`config.mk`:
```
export PLATFORM = sky130hd
export DESIGN_NAME = memprot_regs
export DESIGN_NICKNAME = d
export VERILOG_FILES = /design/src/rtl/memprot_pkg.sv /design/src/rtl/memprot_regs.sv
export SDC_FILE = /design/constraint.sdc
export NUM_CORES = 1
export LEC_CHECK = 0
export BUFFER_PORTS_ARGS = -buffer_cell sky130_fd_sc_hd__buf_2
export CAP_MARGIN = 15
export CELL_PAD_IN_SITES_DETAIL_PLACEMENT = 1
export CELL_PAD_IN_SITES_GLOBAL_PLACEMENT = 1
export CORE_ASPECT_RATIO = 0.5
export CORE_MARGIN = 2
export CORE_UTILIZATION = 44
export CTS_BUF_LIST = sky130_fd_sc_hd__clkbuf_4 sky130_fd_sc_hd__clkbuf_8
export CTS_CLUSTER_DIAMETER = 60
export DETAILED_ROUTE_END_ITERATION = 10
export GPL_ROUTABILITY_DRIVEN = 0
export PLACE_DENSITY_LB_ADDON = 0.05
export SETUP_SLACK_MARGIN = 0.2
export SLEW_MARGIN = 25
export SYNTH_ARGS = -nofsm -noshare
export SYNTH_HDL_FRONTEND = slang
export SYNTH_SLANG_ARGS = --single-unit
```
`constraint.sdc`:
```
create_clock -name clk -period 2.9 [get_ports clk]
set_input_delay 0.58 -clock clk [delete_from_list [all_inputs] [get_ports clk]]
set_output_delay 0.58 -clock clk [all_outputs]
set_load 0.02 [all_outputs]
```
`src/rtl/memprot_pkg.sv`:
```
package memprot_pkg;

  typedef enum logic [1:0] {
    MODE_OFF   = 2'd0,
    MODE_WORD  = 2'd1,
    MODE_NAPOT = 2'd2,
    MODE_WORD3 = 2'd3
  } match_mode_e;

  typedef struct packed {
    logic        lock;
    logic [1:0]  rsvd;
    match_mode_e mode;
    logic [2:0]  xwr;
  } region_cfg_t;

  typedef enum logic [1:0] {
    ACC_LOAD  = 2'd0,
    ACC_STORE = 2'd1,
    ACC_FETCH = 2'd2,
    ACC_NONE  = 2'd3
  } access_kind_e;

  localparam logic [7:0] CFG_BYTE_KEEP = 8'h9F;
  localparam int PERM_R = 0;
  localparam int PERM_W = 1;
  localparam int PERM_X = 2;

endpackage

```
`src/rtl/memprot_regs.sv`:
```
module memprot_regs
  import memprot_pkg::*;
#(
  parameter int NUM_REGIONS = 16,
  parameter int XLEN        = 32
) (
  input  logic                                 clk,
  input  logic                                 rst_n,
  input  logic                                 wr_en,
  input  logic [$clog2(NUM_REGIONS):0]         sel,
  input  logic [XLEN-1:0]                      wdata,
  output logic [XLEN-1:0]                      rdata,
  output region_cfg_t [NUM_REGIONS-1:0]        cfg_o,
  output logic [NUM_REGIONS-1:0][XLEN-1:0]     addr_o
);

  localparam int IDX_W     = $clog2(NUM_REGIONS);
  localparam int PER_WORD  = XLEN / 8;
  localparam int CFG_WORDS = NUM_REGIONS / PER_WORD;
  localparam int CW_W      = $clog2(CFG_WORDS);
  localparam logic [XLEN-1:0] KEEP_WORD = {PER_WORD{CFG_BYTE_KEEP}};

  logic [CFG_WORDS-1:0][XLEN-1:0]   cfg_q;
  logic [NUM_REGIONS-1:0][XLEN-1:0] addr_q;

  logic             is_addr;
  logic [IDX_W-1:0] idx;
  logic             cfg_idx_ok;

  assign is_addr    = sel[IDX_W];
  assign idx        = sel[IDX_W-1:0];
  assign cfg_idx_ok = (idx < IDX_W'(CFG_WORDS));

  always_ff @(posedge clk) begin
    if (!rst_n) begin
      cfg_q  <= '0;
      addr_q <= '0;
    end else if (wr_en) begin
      for (int w = 0; w < CFG_WORDS; w++) begin
        if (!is_addr && idx == IDX_W'(w)) cfg_q[w] <= wdata & KEEP_WORD;
      end
      for (int r = 0; r < NUM_REGIONS; r++) begin
        if (is_addr && idx == IDX_W'(r)) addr_q[r] <= wdata;
      end
    end
  end

  always_comb begin
    rdata = '0;
    if (is_addr)         rdata = addr_q[idx];
    else if (cfg_idx_ok) rdata = cfg_q[idx[CW_W-1:0]];
  end

  for (genvar i = 0; i < NUM_REGIONS; i++) begin : g_unpack
    assign cfg_o[i] = region_cfg_t'(cfg_q[i / PER_WORD][8*(i % PER_WORD) +: 8]);
  end

  assign addr_o = addr_q;

  AST_ADDR_FULL_STORE: assert property (@(posedge clk) disable iff (!rst_n)
    (wr_en && is_addr) |=> (addr_q[$past(idx)] == $past(wdata))) else $error("AST_ADDR_FULL_STORE");

  AST_IDLE_HOLD: assert property (@(posedge clk) disable iff (!rst_n)
    !wr_en |=> ($stable(cfg_q) && $stable(addr_q))) else $error("AST_IDLE_HOLD");

  AST_BAD_SEL_HOLD: assert property (@(posedge clk) disable iff (!rst_n)
    (wr_en && !is_addr && !cfg_idx_ok) |=> $stable(cfg_q)) else $error("AST_BAD_SEL_HOLD");

endmodule

```
# Word level (Yosys, flattened, before mapping)
# Cells that the tools add are included.
# totals
register_bits	608
latch_bits	0
mem_bits_rw	0
mem_bits_ro	0
output_inout_bits	672
wordCells	86
memories	0
# classes
n_addsub	0
mul	0
div	0
order_cmp	3
eq_ne	15
n_shift	0
n_mux	6
bitwise	0
n_reduce_logical	42
# op_table
cell	n
$bmux W32 S4	1
$mux W32	4
$bmux W32 S2	1
$reduce_and A2 Y1	20
$eq A4 B4 Y1 const B	8
$logic_and A1 B1 Y1	20
$eq A4 B3 Y1 const B	4
$eq A4 B2 Y1 const B	2
$lt A4 B5 Y1 const B	1
$eq A4 B1 Y1 const B	1
$logic_not A4 Y1	1
$lt A4 B3 Y1 const B	1
$lt A2 B3 Y1 const B	1
$logic_not A1 Y1	1

# Depth between registers and ports, before layout
# Gate-level depths: netlist of run 1.
# depth
depth_word	4
depth_mapped	8
ltp_nobuf	4

# Worst setup path before layout of run 1
# Ideal clock, no wire load.
# synth_timing
path_type	in2out
from	input sel[0]
to	output rdata[10]
arrival_time_ns	1.832
required_ns	2.320
path_slack_ns	0.488
stages	5
path_cell_list	buf_6 -> buf_2 -> mux4_2 -> mux2i_1 -> o211ai_1
# synth_via
elab_chain_len	4
elab_cells_between_ends	7
# synth_rtl
item	line	source
start, declared	memprot_regs.sv:10	input logic [$clog2(NUM_REGIONS):0] sel,
parallel branches: the longest is 3 deep, another holds $lt A4 B3 Y1	-	
$mux W32 (*)	memprot_regs.sv:50	if (is_addr) rdata = addr_q[idx];
end, declared	memprot_regs.sv:12	output logic [XLEN-1:0] rdata,
# Every way passes the cells marked *. The select of a mux whose other input is x is not followed.

# Worst setup path after layout of run 1
# layout_timing
from	input sel[0]
to	output rdata[27]
# The elaborated chain is that of the path after synthesis.

==> results of run 1 <==
cell usage in the layout, fill, tap and decap left out, drive strengths merged, types with 5 or more instances in the layout:
cell / netlist / layout
conb: 1 / 32
nand3: 28 / 28
nor2: 12 / 12
a21boi: 608 / 608
nand2: 1251 / 1251
clkbuf: 159 / 147
diode: 0 / 8
nand2b: 5 / 5
dfxtp: 608 / 608
o211ai: 24 / 24
mux2i: 136 / 136
mux4: 104 / 104
clkinv: 0 / 9
a22oi: 48 / 48
nor2b: 5 / 5
buf: 195 / 825
bufbuf: 0 / 5
o22ai: 8 / 8
cells by family after synthesis:
group                  after synthesis
AO/OA/AOI/OAI                      688
buffers and inverters              354
flip-flops                         608
multiplexers                       240
other                                1
AND/OR/NAND/NOR                   1325
registers in the layout (all words and copies together), names as in the netlist:
register and cells:
addr_o 512, cfg_o 96
power groups by stage:
stage | clock network [mW] | logic (mW) | registers, mW
3_3_place_gp | 0 | 1.38 | 8.67
4_1_cts | 7.94 | 1.52 | 8.47
5_1_grt | 8.33 | 1.66 | 8.47
3_5_place_dp | 0 | 1.41 | 8.67
6_report | 7.92 | 1.61 | 8.47
2_1_floorplan | 0 | 0.865 | 8.71
final timing paths:
check | from | cells after the start | end
hold reg to reg | addr_o[126] | 2 | addr_o[126]
hold / removal | rst_n | 2 | cfg_o[92]
setup / recovery | sel[0] | 8 | rdata[27]
setup reg to reg | addr_o[250] | 3 | addr_o[250]
per-stage QoR:
| stage | TNS [ns] | setup WS, ns | instances |
|---|---|---|---|
| after floorplan | 0 | 0.488 | 3247 |
| after global placement | -0.105 | -0.0531 | 4520 |
| after detailed placement | -0.184 | -0.111 | 4520 |
| after CTS | 0 | 0.148 | 4707 |
| after global routing | 0 | 0.128 | 4730 |
| final | 0 | 0.126 | 4730 |
routing by layer:
layer  routed length (um)  GRT usage  share of wire  vias up
li1                     -          -              -    11900
met1                53500      0.518           0.42    14000
met2                56100      0.551           0.44     1467
met3                12600     0.0853          0.099      313
met4                 6090      0.171          0.047        2
met5                   11          0       0.000086        -
final cells by class:
| class | instances | area (um^2) |
|---|---|---|
| fillers | 7518 | 28100 |
| well taps | 837 | 1050 |
| multi-input cells | 2285 | 14500 |
| diodes | 8 | 20.0 |
| clock buffers | 145 | 1830 |
| clock inverters | 15 | 180 |
| flip-flops and latches | 608 | 12300 |
| repair buffers | 832 | 5350 |
worst max-delay path, delay by kind of cell:
family	cells	cell delay [ns]
buf+inv	4	0.68
compound gates	2	0.63
simple gates	1	0.16
mux	1	0.13
what timing repair did:
action,4_1_cts,5_1_grt
endpoints found under the setup margin,32,28
buffers inserted,19,13
gates cloned,8,2
resized for setup,107,91
pin swaps,19,25
cell usage after synthesis (all sizes together):
cell type	number	share of area
and4bb	1	0.00044
or3	1	0.00022
or2	1	0.00022
and3	2	0.00044
and4b	4	0.0014
nor2	12	0.0030
nor3	4	0.0021
mux4	104	0.086
dfxtp	608	0.43
mux2i	136	0.048
and2	4	0.00089
clkbuf	159	0.021
and4	1	0.00031
a22oi	48	0.013
o22ai	8	0.0018
o211ai	24	0.0064
nor2b	5	0.0011
nand2b	5	0.0012
nand4	2	0.00097
nand3	28	0.0050
conb	1	0.00013
a21boi	608	0.16
nand2	1251	0.17
nand4b	4	0.0023
buf	195	0.046
==> reports/results.txt, run 1 <==
The flow ran to the end, and the final reports show no timing, DRC or antenna violations. The clock latency at the later pin of the worst-skew pair was 0.67 ns. Setup repair after global routing could not meet its margin everywhere.

Delay of the slowest cell on the worst path: 0.41 ns. The register-to-register setup slack is 2.05 ns, and the arrival time at the worst endpoint is 2.19 ns. Number of different library cells in the post-synthesis netlist: 39. The critical path class is in -> out. Class of the worst hold path: in -> reg. Yosys printed 0 warnings. Across the run, the number of max-cap violations was 0. The worst setup path is captured at an output port.

Along the worst path, the maximum fanout reaches 6. The run gives 0.440 as the clock network fraction of total power. The number of failing setup endpoints in the final timing report was 0; the fraction of final layout cells with drive strength greater than 1 was 0.314.

The clock drives 608 sinks. The power per cell area is 511 nW/um^2, and the core outline area is 63300 um^2. Transition time of the tightest slew-check pin: 0.724 ns.

The largest family of logic cells by synthesized area is simple AND/OR/NAND/NOR gates. The logs give 13.3 mW for the cell internal power dissipation and 66400 um^2 for the area enclosed by the die boundary. The post-detailed-routing wire length came out at 128 mm.

The arithmetic-cell share of the synthesized area counting full adders, half adders and majority gates is 0, and the average size of a mapped cell is 8.78 um^2. Static leakage: 14.6 nW. For the finished layout cell area, the log shows 35200 um^2. The tools report the number of global-route vias before repair as 26800. The remaining max-slew budget at the tightest pin was 0.517.

Across the VDD grid, the largest voltage drop is 0.000317 V. CTS placed an instance of clkbuf_8 at the clock tree root. The clock tree synthesis step divided the H-tree into 3 levels. The count of port buffers added during placement came out at 679. TritonCTS built the clock tree. The power share of the sequential group is 0.471, and the area after detailed placement is 32100 um^2. The final route contains 27700 vias. The tools report the number of pins exceeding their max-slew limit in the final report as 0.

The portion of the post-synthesis area used by sequential elements was 0.431. The mapped netlist covers 28300 um^2. The share of synthesized area spent on multiplexers is 0.134, and the floorplan die height is 183 um. The tools report the wire length of the first global-routing pass as 184 mm. The run gives 0 as the count of endpoints failing hold in the final timing report. For the final database, setup skew stands at 0 ns. The run gives 0.447 as the initial standard-cell utilization of the core. The number of synthesized register bits works out to 608. The proportion of power drawn by combinational gates was 0.090.

Average routed wire per standard cell: 27.1 um. The most numerous cell type found on the critical path is buf_4. For the total power consumption of the routed design, the log shows 18.0 mW. In this run the power spent charging and discharging nets is 4.68 mW. The worst-case hold slack is 0.354 ns, and the switching power as a share of total power is 0.260. For this block, the initial DRC count from the detailed router was 3148. Entering global routing, the biggest net connects 78 pins. Row generation in the floorplan step produced 65 rows. For the total overflow reported by the global router, the log shows 0.

For the share of the core filled with cells, the log shows 0.556. The first-pass iteration count of the detailed router is 6, and the final layout net count is 3858. Clock-pin slew on the worst setup and hold paths: 0.06 ns. The ratio of final minimum period to clock period was 0.957. For the post-cts hold buffer count, the log shows 0. Subtracting the final worst setup slack from the clock period gives 2.77 ns. The run gives 3 as the number of buffers on the longest clock path. STA classifies the critical path startpoint as an input port.

Counting every instance in the synthesized netlist gives 3216. The total routing usage reported by global routing was 0.373. For the number of DRC violations after detailed routing, the log shows 0. The average vias per placed instance is 5.85. Relative to the synthesized area, the layout overhead comes to 24.6%.

The critical path goes through buf_16 > buf_12 > buf_4 > mux2i_1 > a22oi_2 > nand3_2 > o211ai_1 > buf_4. The xor and xnor area share after synthesis came out at 0. The cell with the largest stage delay on the worst path was a22oi_2. The die is 362 um wide.

The count of nets left with antenna violations once routing finished came out at 0. The simple-gate area share of the yosys netlist was 0.186. The synthesized-area fraction occupied by ao, oa, aoi and oai cells came out at 0.182.

The post-DP HPWL is 91.0 mm, and the maximum clock rate is 360 MHz. The logs give 11 for the number of antenna violations at the first check in global routing and 2.32 ns for the required time reported for the critical path endpoint. Clock tree synthesis inserted a total of 91 buffers. The total I/O pin count was 712.
No activity file was read; power rests on OpenSTA's default activity.
==> inputs of run 2 (changes only) <==
--- a/config.mk
+++ b/config.mk
@@ -11,7 +11,7 @@
 export CELL_PAD_IN_SITES_GLOBAL_PLACEMENT = 1
 export CORE_ASPECT_RATIO = 0.5
 export CORE_MARGIN = 2
-export CORE_UTILIZATION = 44
+export CORE_UTILIZATION = 41
 export CTS_BUF_LIST = sky130_fd_sc_hd__clkbuf_4 sky130_fd_sc_hd__clkbuf_8
 export CTS_CLUSTER_DIAMETER = 60
 export DETAILED_ROUTE_END_ITERATION = 10
==> constraint.sdc (replaced) <==
create_clock -name clk -period 3 [get_ports clk]
set_input_delay 0.6 -clock clk [delete_from_list [all_inputs] [get_ports clk]]
set_output_delay 0.6 -clock clk [all_outputs]
set_load 0.02 [all_outputs]
==> run 2 against run 1 <==
Largest cell class unchanged. Critical path depth decreased by 4. Utilization down 3.6 points. Cell count grew 1.6%. Setup slack improved by 0.0079 ns. Critical endpoint is now rdata[26]. Via count shrank 1.7%. Clock skew did not move. Global-route usage down 2.1 points. Critical path type is now reg -> out.
==> reports/results.txt, run 2 (same netlist as run 1, synthesis figures left out) <==
The run gives 3 (unchanged) as the number of buffers on the longest clock path. The average vias per placed instance was 5.66 (-3.2%). The proportion of power drawn by combinational gates is 0.089 (about the same). The worst hold path begins at wdata[30]. The x dimension of the die is 375 um (+3.6%), and the number of placement rows is 67 (+3.1%). The flip-flop count of the largest register, all copies and words added was 512 (unchanged); the number of pins exceeding their max-slew limit in the final report was 0 (unchanged).

For the arrival time at the worst endpoint, the log shows 2.27 ns (+0.08 ns). The tools report the sink of the worst hold path as addr_o[478]. Via count: 27200 (-1.7%).

The clock-pin slew on the worst setup and hold paths came out at 0.07 ns (about the same). The critical path is of the reg -> out type. The static leakage was 14.6 nW (-0.15%). The cell with the largest stage delay on the worst path was mux4_2.

In the layout the commonest cells are nand2_1, buf_2, dfxtp_1. For the remaining max-slew budget at the tightest pin, the log shows 0.486 (-0.0315). The tools report the placed cell count as 4593 (+1.6%). In this run the worst hold path is classified as in -> reg.

The shortest clock period the worst path allows after layout was 2.87 ns; the clock skew was 0 ns (unchanged). The number of buffers created by CTS was 92 (+1.1%). The switching power of the nets is 4.63 mW (-0.95%). The critical path goes through mux4_2 > mux2i_1 > o211ai_1 > buf_4.

The post-DP HPWL was 93.0 mm (+2.2%); the cell depth of the worst flop-to-flop path was 2 (-1). The area enclosed by the die boundary is 71200 um^2 (+7.2%), and the clock latency at the later pin of the worst-skew pair is 0.75 ns (+0.08 ns). The run gives 67600 um^2 (+6.8%) as the core outline area. The library cell used most frequently in the layout, excluding fill and tap cells, is nand2_1. Average routed wire per standard cell: 27.1 um (about the same). The area growth from synthesis to layout is 24.5%. Worst hold path depth: 3 (+1). The finished layout cell area is 35200 um^2 (-0.11%), and the floorplan die height is 190 um (+3.5%). The logs give 32400 um^2 (+1.0%) for the area after detailed placement and 0.000270 V (-15%) for the highest ir drop seen on vdd. The clock root buffer is clkbuf_8. The count of endpoints failing hold in the final timing report was 0 (unchanged). The number of antenna violations at the first check in global routing is 11 (unchanged), and the level count of the clock H-tree is 3 (unchanged).

The initial detailed-routing violation count was 2615 (-17%). For the power share of the sequential group, the log shows 0.469 (-0.002). The tools report the non-filler instance count after layout as 4804 (+1.6%). The maximum fanout along the worst path was 2 (-4); the number of DRC violations after detailed routing was 0 (unchanged).

TritonCTS built the clock tree. For the register-to-register setup slack, the log shows 2.16 ns (+0.11 ns). STA classifies the critical path startpoint as a flop.

The run finished with clean final reports. The clock net sink count was 608 (unchanged); the count of max-cap constraint violations was 0 (unchanged). For the cell internal power dissipation, the log shows 12.8 mW (-3.7%). The endpoint of the worst-slack reg-to-reg timing path is addr_o[402]. The pin count of the biggest net entering global routing came out at 99 (+27%). The power per cell area was 497 nW/um^2 (-2.8%).

Switching power as a share of total power: 0.265 (+0.00535). The worst flop-to-flop path startpoint was addr_o[402]. The tools report the number of failing setup endpoints in the final timing report as 0 (unchanged).

The initial standard-cell utilization of the core was 0.418 (-0.0284); the total routing usage reported by global routing was 0.352 (-0.0207). Number of global-route vias before repair: 26500 (-0.80%). The post-detailed-routing wire length is 130 mm (+1.6%). The count of port buffers added during placement is 679 (unchanged), and the first-pass iteration count of the detailed router is 5 (-1). Delay of the slowest cell on the worst path: 0.58 ns (+0.17 ns). Derived from the worst setup path, the maximum achievable clock frequency is 349 MHz.

Clock network fraction of total power: 0.443 (+0.003). The tools report the total power consumption of the routed design as 17.5 mW (-2.9%). Setup repair after global routing could not meet its margin everywhere. The final layout net count came out at 3867 (+0.23%). Number of nets still failing antenna checks after routing: 0 (unchanged). The transition time of the tightest slew-check pin came out at 0.772 ns (+0.0473 ns). The required time reported for the critical path endpoint is 2.40 ns (+0.08 ns). Kind of capture point of the worst setup path: an output port. The total overflow reported by the global router was 0 (unchanged).

For the wire length of the first global-routing pass, the log shows 185 mm (+0.44%). The tools report the total I/O pin count as 712 (unchanged). The fraction of final layout cells with drive strength greater than 1 is 0.309 (-0.00498), and the ratio of final minimum period to clock period is 0.956.
==> run 2: routing by layer <==
| metal | global-route usage | vias to the layer above | wire length, um |
|---|---|---|---|
| li1 | - | 11900 | - |
| met1 | 0.467 | 13800 | 55200 |
| met2 | 0.533 | 1168 | 57300 |
| met3 | 0.105 | 285 | 12200 |
| met4 | 0.148 | 6 | 5320 |
| met5 | 0.0155 | - | 291 |
==> run 2: stage by stage <==
step	util	setup TNS (ns)	hold WS, ns	setup slack [ns]
2_1_floorplan	-	0	0.539	0.548
3_3_place_gp	0.480	0	0.452	0.00832
3_5_place_dp	0.480	-0.471	0.458	-0.0938
4_1_cts	0.516	0	0.227	0.114
5_1_grt	0.520	0	0.268	0.138
6_report	0.520	0	0.289	0.133
==> run 2: worst max-delay path by stage <==
stage / startpoint / to / slack [ns] / cells past startpoint
2_1_floorplan: sel[0] / rdata[10] / 0.55 / 5
3_3_place_gp: sel[1] / rdata[26] / 0.008 / 6
3_5_place_dp: sel[1] / rdata[26] / -0.09 / 6
4_1_cts: addr_o[154] / rdata[26] / 0.11 / 4
5_1_grt: addr_o[154] / rdata[26] / 0.14 / 4
6_report: addr_o[154] / rdata[26] / 0.13 / 4
==> run 2: cell type report <==
cell class	instances	area, um^2
Antenna cell	8	20.0
Clock buffer	145	1850
Clock inverter	21	193
Fill cell	8021	32400
Multi-Input combinational cell	2285	14400
Sequential cell	608	12300
Tap cell	897	1120
Timing Repair Buffer	840	5340
==> run 2: worst max-delay path, delay by kind of cell, from the launching register on <==
kind	cells	cell delay [ns]
AOI/OAI and AO/OA	1	0.18
buffers and inverters	1	0.23
DFF	1	0.35
muxes	2	0.75
==> run 2: repair_timing <==
item                                    4_1_cts  5_1_grt
hold buffers                                  0        0
resized for setup                            69       73
buffers inserted                             22        9
endpoints found under the hold margin         0        0
endpoints found under the setup margin       32       25
pin swaps                                     7       13
cloned                                        3        3
==> run 2: power groups by stage <==
| stage | logic (mW) | registers, mW | clock network, mW |
|---|---|---|---|
| floorplan | 0.836 | 8.42 | 0 |
| global placement | 1.40 | 8.38 | 0 |
| detailed placement | 1.42 | 8.38 | 0 |
| CTS | 1.47 | 8.19 | 7.82 |
| global route | 1.59 | 8.19 | 8.19 |
| finish | 1.55 | 8.19 | 7.73 |
==> inputs of run 3 (changes only) <==
--- a/config.mk
+++ b/config.mk
@@ -17,6 +17,7 @@
 export DETAILED_ROUTE_END_ITERATION = 10
 export GPL_ROUTABILITY_DRIVEN = 0
 export PLACE_DENSITY_LB_ADDON = 0.05
+export REMOVE_ABC_BUFFERS = 1
 export SETUP_SLACK_MARGIN = 0.2
 export SLEW_MARGIN = 25
 export SYNTH_ARGS = -nofsm -noshare
==> run 3 against run 2 <==
Largest power group unchanged. Clock skew did not move. Largest cell class unchanged. Sequential power is essentially flat. Sequential cell count did not move. Utilization grew 0.80 points. Combinational power hardly changed. Total power fell by 0.84%. Critical endpoint is now rdata[12]. Global-route usage is 0.43 points higher. First-iteration DRC count fell by 0.38%.
==> reports/results.txt, run 3 (same netlist as run 1, synthesis figures left out) <==
In this run the most critical hold path is launched from wdata[13]. In the layout the commonest cells are nand2_1, buf_2, dfxtp_1. The number of buffers created by CTS was 91 (-1.1%); the number of pins exceeding their max-slew limit in the final report was 0 (unchanged). The logs give 0.000296 V (+9.4%) for the highest ir drop seen on vdd and 0.73 ns (-0.02 ns) for the clock latency at the later pin of the worst-skew pair.

The run gives 0 (unchanged) as the number of DRC violations after detailed routing. The slowest stage of the critical path belongs to the cell a22oi_2. The shortest clock period the worst path allows after layout works out to 2.83 ns (-0.0334 ns). Compared with the post-synthesis result, the final layout area differs by 26.4%.

Floorplan die height: 190 um (unchanged). met2 is the most crowded layer. The initial standard-cell utilization of the core came out at 0.418 (unchanged). The class of the worst hold path is in -> reg. The tools report the area enclosed by the die boundary as 71200 um^2 (unchanged).

Clock root buffer: clkbuf_8. For the non-filler instance count after layout, the log shows 4802 (-0.042%). For the count of endpoints failing hold in the final timing report, the log shows 0 (unchanged). The maximum fanout along the worst path was 9 (+7); the initial detailed-routing violation count was 2605 (-0.38%). In this run the critical register-to-register path is captured at addr_o[464]. The logs give -0.0794 ns (+0.0144 ns) for the pre-CTS worst setup slack and 67600 um^2 (unchanged) for the core outline area.

For the total routing usage reported by global routing, the log shows 0.356 (+0.00426). Traced cell by cell, the critical path runs through buf_16 > buf_16 > buf_16 > mux2i_1 > a22oi_2 > nand3_1 > buf_4 > o211ai_1 > buf_2. The ratio of final minimum period to clock period is 0.944 (-0.0111).

Post-DP HPWL: 89.0 mm (-4.3%). The run gives 0 (unchanged) as the total overflow reported by the global router. The tools report the kind of capture point of the worst setup path as an output port.

The tools report the count of max-cap constraint violations as 0 (unchanged). The run gives 4 (-7) as the number of antenna violations at the first check in global routing. The tools report the fraction of met2 tracks used by global routing as 0.576 (+0.0434). For the maximum clock rate, the log shows 353 MHz (+1.2%). For the met3 track utilization from global routing, the log shows 0.0763 (-0.0292). The worst setup path is of the in -> out kind.

The logs give 99 (unchanged) for the pin count of the biggest net entering global routing and 27300 (+0.20%) for the via count. For the remaining max-slew budget at the tightest pin, the log shows 0.565 (+0.0789). The first-pass iteration count of the detailed router was 5 (unchanged); the total I/O pin count was 712 (unchanged).

The number of placement rows is 67 (unchanged), and the transition time of the tightest slew-check pin is 0.653 ns (-0.118 ns). The wire length of the first global-routing pass is 186 mm (+0.57%). The clock net sink count was 608 (unchanged). The tools report the static leakage as 14.6 nW (+0.31%). The tools report the post-cts hold buffer count as 0 (unchanged). The run gives 0 (unchanged) as the number of nets still failing antenna checks after routing. The library cell used most frequently in the layout, excluding fill and tap cells, is nand2_1.

The clock-pin slew on the worst setup and hold paths was 0.07 ns (about the same). Setup repair after global routing could not meet its margin everywhere. Average vias per placed instance: 5.67 (+0.24%).

The tools report the post-layout worst setup margin as 0.167 ns (+0.0334 ns). The fraction of final layout cells with drive strength greater than 1 is 0.320 (+0.0111), and the final layout net count is 3876 (+0.23%). The worst hold path depth was 3 (unchanged).

The cell depth of the worst flop-to-flop path came out at 3 (+1). The number of global-route vias before repair is 27000 (+1.7%). TritonCTS built the clock tree. The number of failing setup endpoints in the final timing report is 0 (unchanged), and the x dimension of the die is 375 um (unchanged). The clock skew is 0 ns (unchanged), and the count of port buffers added during placement is 679 (unchanged). Total power consumption of the routed design: 17.3 mW (-0.84%). The register-to-register setup slack was 2.18 ns (+0.02 ns).

The cell family contributing the most delay on the critical path is buffers and inverters. The average routed wire per standard cell came out at 27.6 um (+1.6%). For hold timing, the worst endpoint is addr_o[77].

The layout filler cell count came out at 7949 (-0.90%). Worst-case hold slack: 0.295 ns (+0.00575 ns). By instance count, the cell type seen most on the critical path is buf_16. The share of the core filled with cells came out at 0.528 (+0.00802). The tools report the post-detailed-routing wire length as 132 mm (+1.6%). The number of buffers on the longest clock path is 3 (unchanged). The routing usage on met1 was 0.473 (+0.00644). The number of buffer and inverter instances along the worst setup path works out to 5 (+4).

The startpoint class of the critical path was an input port. For the placed cell count, the log shows 4606 (+0.28%). The logs give 3 (unchanged) for the level count of the clock H-tree and 2.23 ns (-0.04 ns) for the arrival time at the worst endpoint. The flow ran to the end, and the final reports show no timing, DRC or antenna violations.

The power per cell area works out to 485 nW/um^2 (-2.3%). The run gives 2.40 ns (about the same) as the required time reported for the critical path endpoint. The delay of the slowest cell on the worst path works out to 0.30 ns (-0.28 ns). The flip-flop count of the largest register, all copies and words added is 512 (unchanged). In this run the critical register-to-register path is launched from addr_o[464].
## run 3: cell count changes in the layout (fill, tap and decap cells not counted), moves of 10 or more
cell	previous run	this run
dfxtp_1	542	563
a22oi_2	3	20
a22oi_1	45	28
nand3_2	6	16
dfxtp_2	57	45
mux2i_2	1	21
buf_4	135	121
nand3_1	22	10
mux2i_1	134	103
mux2i_4	1	12
## run 3: how the worst max path moves through the flow
| stage | start | end | slack (ns) | depth (start not counted) |
|---|---|---|---|---|
| after floorplan | sel[3] | rdata[3] | 0.45 | 4 |
| after global placement | sel[0] | rdata[19] | -0.08 | 8 |
| after detailed placement | sel[0] | rdata[19] | -0.08 | 8 |
| after CTS | sel[0] | rdata[3] | 0.13 | 7 |
| after global routing | sel[3] | rdata[16] | 0.15 | 7 |
| final | sel[0] | rdata[12] | 0.17 | 9 |
## run 3: report_power, final
| group | switching [mW] | internal (mW) | total [mW] | leakage [nW] |
|---|---|---|---|---|
| sequential | 0.0607 | 8.13 | 8.19 | 4.92 |
| clock | 3.57 | 4.03 | 7.59 | 1.04 |
| combinational | 0.996 | 0.543 | 1.54 | 8.63 |
| total | 4.62 | 12.7 | 17.3 | 14.6 |
## run 3: per-stage QoR
step	instance area [um^2]	TNS, ns
2_1_floorplan	26500	0
3_3_place_gp	32700	-0.203
3_5_place_dp	32700	-0.236
4_1_cts	35300	0
5_1_grt	35700	0
6_report	35700	0
## run 3: area by class of cell
type                            instances  area [um^2]  share of cell area
Antenna cell                            1         2.50           0.0000701
Clock buffer                          147         1830              0.0512
Clock inverter                         14          138             0.00385
Multi-Input combinational cell       2285        14800               0.415
Sequential cell                       608        12200               0.342
Tap cell                              897         1120              0.0314
Timing Repair Buffer                  850         5570               0.156
## run 3: timing repair
action                                  4_1_cts  5_1_grt
endpoints found under the setup margin       32       32
cloned                                        5        3
resized for setup                            86       94
buffers inserted                             15       11
pin swaps                                     9       21
## run 3: layer usage
layer,wire (um),vias to the layer above,share of wire
met5,28,-,0.00021
met4,4520,4,0.034
met3,10300,257,0.078
met2,61200,1118,0.46
met1,56300,13900,0.43
li1,-,12000,-
## run 3: tightest hold or removal path, stage by stage
cell,delay (ns)
buf_2,0.24
nand2_1,0.10
a21boi_1,0.05
